`config.mk`:
```
export PLATFORM = sky130hd
export DESIGN_NAME = wrap_timer
export DESIGN_NICKNAME = d
export VERILOG_FILES = /design/src/rtl/wtmr_pkg.sv /design/src/rtl/wtmr_dp.sv /design/src/rtl/wtmr_ctrl.sv /design/src/rtl/wrap_timer.sv
export SDC_FILE = /design/constraint.sdc
export NUM_CORES = 1
export LEC_CHECK = 0
export ABC_AREA = 1
export BUFFER_PORTS_ARGS = -buffer_cell sky130_fd_sc_hd__buf_4
export CAP_MARGIN = 5
export CORE_AREA = 5 5 103 105
export CTS_BUF_LIST = sky130_fd_sc_hd__clkbuf_16
export DETAILED_ROUTE_END_ITERATION = 8
export DIE_AREA = 0 0 108 110
export GPL_TIMING_DRIVEN = 0
export PLACE_DENSITY = 0.77
export SLEW_MARGIN = 10
export SYNTH_ARGS = -nofsm -noshare
export SYNTH_HDL_FRONTEND = slang
export SYNTH_SLANG_ARGS = --single-unit
export TNS_END_PERCENT = 20
```
`constraint.sdc`:
```
create_clock -name clk -period 4.5 [get_ports clk]
set_clock_uncertainty 0.15 [all_clocks]
set_input_delay 0.675 -clock clk [delete_from_list [all_inputs] [get_ports clk]]
set_output_delay 0.675 -clock clk [all_outputs]
set_load 0.01 [all_outputs]
```
`src/rtl/wtmr_pkg.sv`:
```
package wtmr_pkg;
  localparam int REG_CTRL = 'h00;
  localparam int REG_LOAD = 'h04;
  localparam int REG_CNT  = 'h08;
  localparam int REG_STS  = 'h0C;
  localparam int REG_IEN  = 'h10;

  // strobes from control to datapath, priority cntWr > cntReload > cntInc
  typedef struct packed {
    logic loadWr;
    logic cntWr;
    logic cntReload;
    logic cntInc;
  } dpCmd_t;
endpackage

```
`src/rtl/wtmr_dp.sv`:
```
module wtmr_dp
  import wtmr_pkg::*;
#(
  parameter int CNT_W = 32
) (
  input  logic             clk,
  input  logic             rstN,
  input  dpCmd_t           cmd,
  input  logic [CNT_W-1:0] wrData,
  output logic [CNT_W-1:0] cnt,
  output logic [CNT_W-1:0] loadVal,
  output logic             cntMax
);
  localparam logic [CNT_W-1:0] ALL_ONES = '1;

  always_ff @(posedge clk) begin
    if (!rstN) begin
      cnt     <= '0;
      loadVal <= '0;
    end else begin
      if (cmd.loadWr) loadVal <= wrData;
      if (cmd.cntWr)          cnt <= wrData;
      else if (cmd.cntReload) cnt <= loadVal;
      else if (cmd.cntInc)    cnt <= cnt + 1'b1;
    end
  end

  assign cntMax = (cnt == ALL_ONES);
endmodule

```
`src/rtl/wtmr_ctrl.sv`:
```
module wtmr_ctrl
  import wtmr_pkg::*;
#(
  parameter int ADDR_W = 5
) (
  input  logic              clk,
  input  logic              rstN,
  input  logic              wrEn,
  input  logic [ADDR_W-1:0] addr,
  input  logic [1:0]        wrBits,
  input  logic              cntMax,
  output dpCmd_t            cmd,
  output logic              runQ,
  output logic              autoRelQ,
  output logic              stsQ,
  output logic              ienQ,
  output logic              irq
);
  logic hitCtrl, hitLoad, hitCnt, hitSts, hitIen;
  logic wrap;

  assign hitCtrl = wrEn && (addr == ADDR_W'(REG_CTRL));
  assign hitLoad = wrEn && (addr == ADDR_W'(REG_LOAD));
  assign hitCnt  = wrEn && (addr == ADDR_W'(REG_CNT));
  assign hitSts  = wrEn && (addr == ADDR_W'(REG_STS));
  assign hitIen  = wrEn && (addr == ADDR_W'(REG_IEN));

  // a counter write on the wrap edge cancels the wrap
  assign wrap = runQ && cntMax && !hitCnt;

  always_comb begin
    cmd           = '0;
    cmd.loadWr    = hitLoad;
    cmd.cntWr     = hitCnt;
    cmd.cntReload = wrap && autoRelQ;
    cmd.cntInc    = runQ && !hitCnt && !(wrap && autoRelQ);
  end

  always_ff @(posedge clk) begin
    if (!rstN) begin
      runQ     <= 1'b0;
      autoRelQ <= 1'b0;
      stsQ     <= 1'b0;
      ienQ     <= 1'b0;
    end else begin
      if (hitCtrl) begin
        runQ     <= wrBits[0];
        autoRelQ <= wrBits[1];
      end else if (wrap && !autoRelQ) begin
        runQ <= 1'b0;
      end
      if (wrap)                     stsQ <= 1'b1;
      else if (hitSts && wrBits[0]) stsQ <= 1'b0;
      if (hitIen) ienQ <= wrBits[0];
    end
  end

  assign irq = stsQ && ienQ;
endmodule

```
`src/rtl/wrap_timer.sv`:
```
module wrap_timer
  import wtmr_pkg::*;
#(
  parameter int CNT_W  = 32,
  parameter int ADDR_W = 5
) (
  input  logic              clk,
  input  logic              rstN,
  input  logic              wrEn,
  input  logic [ADDR_W-1:0] addr,
  input  logic [CNT_W-1:0]  wrData,
  output logic [CNT_W-1:0]  rdData,
  output logic              irq
);
  dpCmd_t           cmd;
  logic [CNT_W-1:0] cnt;
  logic [CNT_W-1:0] loadVal;
  logic             cntMax;
  logic             runQ, autoRelQ, stsQ, ienQ;

  wtmr_ctrl #(.ADDR_W(ADDR_W)) ctrlU (
    .clk(clk), .rstN(rstN), .wrEn(wrEn), .addr(addr),
    .wrBits(wrData[1:0]), .cntMax(cntMax), .cmd(cmd),
    .runQ(runQ), .autoRelQ(autoRelQ), .stsQ(stsQ), .ienQ(ienQ), .irq(irq)
  );

  wtmr_dp #(.CNT_W(CNT_W)) dpU (
    .clk(clk), .rstN(rstN), .cmd(cmd), .wrData(wrData),
    .cnt(cnt), .loadVal(loadVal), .cntMax(cntMax)
  );

  always_comb begin
    rdData = '0;
    case (addr)
      ADDR_W'(REG_CTRL): rdData = CNT_W'({autoRelQ, runQ});
      ADDR_W'(REG_LOAD): rdData = loadVal;
      ADDR_W'(REG_CNT):  rdData = cnt;
      ADDR_W'(REG_STS):  rdData = CNT_W'(stsQ);
      ADDR_W'(REG_IEN):  rdData = CNT_W'(ienQ);
      default:           rdData = '0;
    endcase
  end
endmodule

```
==> Yosys cells after proc, flatten, opt, wreduce, memory -nomap -nowiden <==
Cells that the tools add are included.
{ "word_totals": {"regBits": 68, "output_inout_bits": 33, "word_cells": 40} }
{ "classes": {"addsub": 1, "eq_ne": 5, "mux": 8, "reduce_logical": 20} }
{ "op_table": {"columns": ["op", "n"], "rows": [
  ["32-bit case mux with 5 select lines", 1],
  ["32-bit 2-to-1 mux", 3],
  ["32-bit by 1-bit adder with 32-bit output (second input constant)", 1],
  ["32-bit == test (second input constant)", 1],
  ["1-bit logical AND", 13],
  ["5-bit by 4-bit == test with 1-bit output (second input constant)", 2],
  ["5-bit by 3-bit == test with 1-bit output (second input constant)", 1],
  ["5-bit == test (second input constant)", 1],
  ["5-bit logical NOT", 1],
  ["1-bit 2-to-1 mux", 4],
  ["2-bit nonzero test", 2],
  ["1-bit logical NOT", 3],
  ["3-bit nonzero test", 1]
]} }

==> Logic depth before layout (Yosys ltp) <==
{ "depth": {"depth_word": 10, "ltp_mapped": 12, "mapped_depth_nobuf": 12} }

==> Hierarchy <==
Synthesis repeated with hierarchy kept, for this count alone.
{ "unflattened": {"cells_unflattened": 783, "area_unflattened_um2": 4787.1} }
{ "by_module_without_submodules": {"columns": ["module", "instances", "cells_each", "area_per_inst_um2", "seq_area_each_um2"], "rows": [
  ["wtmr_dp", 1, 614, 3792.4, 1281.2],
  ["wrap_timer", 1, 125, 706.9, 0.0],
  ["wtmr_ctrl", 1, 44, 287.8, 80.1]
]} }

==> Least setup slack after synthesis <==
OpenSTA, ideal clock, no wires.
{ "synth_timing": {"path_kind": "input -> output", "from": "input port addr[1]", "to": "output port rdData[10]", "arrival_time_ns": 1.544, "required_time_ns": 3.675, "path_slack_ns": 2.131, "stages": 4, "n_path_buf": 1, "path_cell_list": "nor2_2 -> nand4_1 -> clkbuf_1 -> o22ai_1"} }
{ "synth_between": {"elab_chain_cells": 2, "word_cells_on_any_way": 6, "cone_classes": "eq/ne: 4; mux: 1; reduce/logical: 1"} }
{ "synth_lines": {"columns": ["element", "line", "rtl"], "rows": [
  ["start: declaration", "wrap_timer.sv:10", "input logic [ADDR_W-1:0] addr,"],
  ["5-bit == test, or another cell as far along", "wrap_timer.sv:34", "case (addr)"],
  ["32-bit case mux with 5 select lines *", "wrap_timer.sv:34", null],
  ["end: declaration", "wrap_timer.sv:12", "output logic [CNT_W-1:0] rdData,"]
]} }
Mark *: on every way between the ends. The rest lies on a longest branch, timed or not.

==> Final worst setup path <==
{ "layout_timing": {"from": "input port addr[1]", "to": "output port rdData[31]"} }
The elaborated chain is that of the path after synthesis.

==> metrics.txt <==
normalized max-slew margin 0.490; Avg Cell Area, Syn 6.28 µm²; CTS Buf Count 9; most frequent cells in the layout inv_1 (163), nand2_1 (112), nand3_1 (81); Worst Hold Depth 2; setup_tns 0 ns; Clock Path Buffers 2; initial antenna violation count 0; MaxCap Viol Count 0; number of cells upsized or downsized after cts 0; antenna diode instance count 0; Post-Synthesis Net Count 781; pin count of the biggest net entering global routing 13; Final setup viols 0; leakage power 2.35 nW; area delta synth->final 21.5%; Initial DRC Count 378; Starting Density 0.487; outcome finished clean; critical path class primary input to primary output; Via density 5.45; share of cells above drive strength 1 0.176; first-pass GRT wire length 24800 µm; clk sinks 68; clock-pin slew on the worst setup and hold paths 0.05 ns; io pins 73; Core ar. 9550 µm²; root buffer cell clkbuf_16; Post-Syn Area 4650 µm²; dpl hpwl 11500 µm; Max FO, Critical Path 10; CTS tree yes; global-route usage over all layers 0.267; CP cell instances buf_4 -> nor2_2 -> nand4_1 -> clkbuf_1 -> o22ai_1 -> buf_4; Die Span Y 110 µm; Arr. time, crit path 2.20 ns; DRC Markers 0; Final Slew Violations 0; Least-Margin Pin Slew 0.766 ns; Final Hold Viols 0; Buf+Inv Stages, Crit Path 3; Seq. cell area 1360 µm²; clock latency on the worst-skew pair 0.34 ns; PD cells 250 nW/µm²; chip width 108 µm; FP Rows 36; Worst path depth 6; Pre-antenna DRT Iters 5; flops & latches, synth 68; Post-synth EDFFs 0; routed length per instance 16.1 µm; fmax 0.330 GHz; H-tree depth 3; Syn Inst Count 740; FFs w/ async S/R, synth 0; Final nets 864; Post-CTS Setup Bufs 0; sequential share of the synthesized area 0.293; CP Data Required Time 3.67 ns; multi-input logic area 2430 µm²; RSZ-0062 raised after global routing false; cells on worst reg2reg path 11; gr ovfl total 0; commonest non-fill, non-tap cell in the layout inv_1; Max stage delay on crit path 0.43 ns; cell repeated most along the worst path buf_4; post-route design area 5650 µm²; YS warnings 0; Top delay family on crit path buffers and inverters; vias 5236; PortBufs 72; Fill cells 943; Distinct cells, synth 32; Power, Total 1.41 mW; CTS Hold Buffers Added 0; die area 11900 µm²; vias in the first global route 5194; period utilization 0.673; critical path's slowest cell clkbuf_1; Worst setup EP type primary output; antenna-violating nets left 0; min cycle time layout 3.03 ns; Post-Place Cell Area 5360 µm²; Worst Hold Class register to register; Top FF cell, synth dfxtp_1; drt total wl 15400 µm; maximum vdd drop 0.150 mV; crit path launch type primary input; Final Wtd Congestion 0.991
## flip-flops by register name (all words and copies together) (netlist names)
signal	cells
ctrlU.autoRelQ	1
ctrlU.ienQ	1
ctrlU.runQ	1
ctrlU.stsQ	1
dpU.cnt	32
dpU.loadVal	32
## routing by layer
layer,share of wire,vias up,GRT usage
li1,-,2561,-
met1,0.42,2412,0.338
met2,0.47,232,0.440
met3,0.081,31,0.0501
met4,0.026,0,0.129
met5,0,-,0
## cells in the mapped netlist, drive strengths merged, types with 7 or more instances
master / number / area share
inv: 166 / 0.13
nand2: 122 / 0.10
nand3: 89 / 0.10
dfxtp: 68 / 0.29
a21oi: 66 / 0.073
o22ai: 63 / 0.085
nor2: 62 / 0.061
o21ai: 32 / 0.034
buf: 22 / 0.034
xor2: 15 / 0.028
clkbuf: 14 / 0.013
nand4: 7 / 0.011
## path summary, 6_finish.rpt
| path | from | end | slack [ns] |
|---|---|---|---|
| setup / recovery | addr[1] | rdData[31] | 1.47 |
| hold / removal | dpU.loadVal[0] | dpU.loadVal[0] | 0.34 |
| setup reg to reg | dpU.cnt[1] | dpU.cnt[18] | 2.25 |
| hold reg to reg | dpU.loadVal[0] | dpU.loadVal[0] | 0.34 |
## worst register-to-register path, stage by stage, from the launching register on
cell     delay [ns]
dfxtp_1        0.38
ha_1           0.25
nand2_2        0.08
nor2_4         0.16
nand2_4        0.10
nor2_4         0.14
nand3_2        0.10
nor2_4         0.25
buf_6          0.22
nand3_1        0.09
nand3_1        0.10
a21oi_1        0.07
## report_power, final
part / switching (mW) / internal (mW)
combinational: 0.0532 / 0.0376
clock: 0.281 / 0.426
sequential: 0.00460 / 0.608
total: 0.339 / 1.07
## metrics by stage
| stage | setup WS (ns) | utilization | cells | hold WS [ns] |
|---|---|---|---|---|
| floorplan | 2.13 | - | 740 | 0.321 |
| finish | 1.47 | 0.591 | 961 | 0.343 |
| global route | 1.34 | 0.591 | 961 | 0.386 |
| CTS | 1.56 | 0.591 | 961 | 0.344 |
| global placement | 1.59 | 0.561 | 945 | 0.333 |
| detailed placement | 1.57 | 0.561 | 945 | 0.337 |
## cell type report
cell class	instances	share of cell area
well taps	133	0.0295
inverters	166	0.110
repair buffers	72	0.0957
clock buffers	9	0.0399
flip-flops and latches	68	0.241
plain buffers	37	0.0408
clock inverters	7	0.0120
multi-input cells	469	0.431
## kinds of logic (layout without fill, tap and decap cells)
family	Yosys count	in the layout	synth area share
and+or+nand+nor	285	285	0.288
buffers and inverters	203	291	0.184
AOI/OAI and AO/OA	167	167	0.203
DFF	68	68	0.293
xor gates and xnor gates	16	16	0.0301
adders and majority gates	1	1	0.00269
Power figures use the tool's default switching activity.
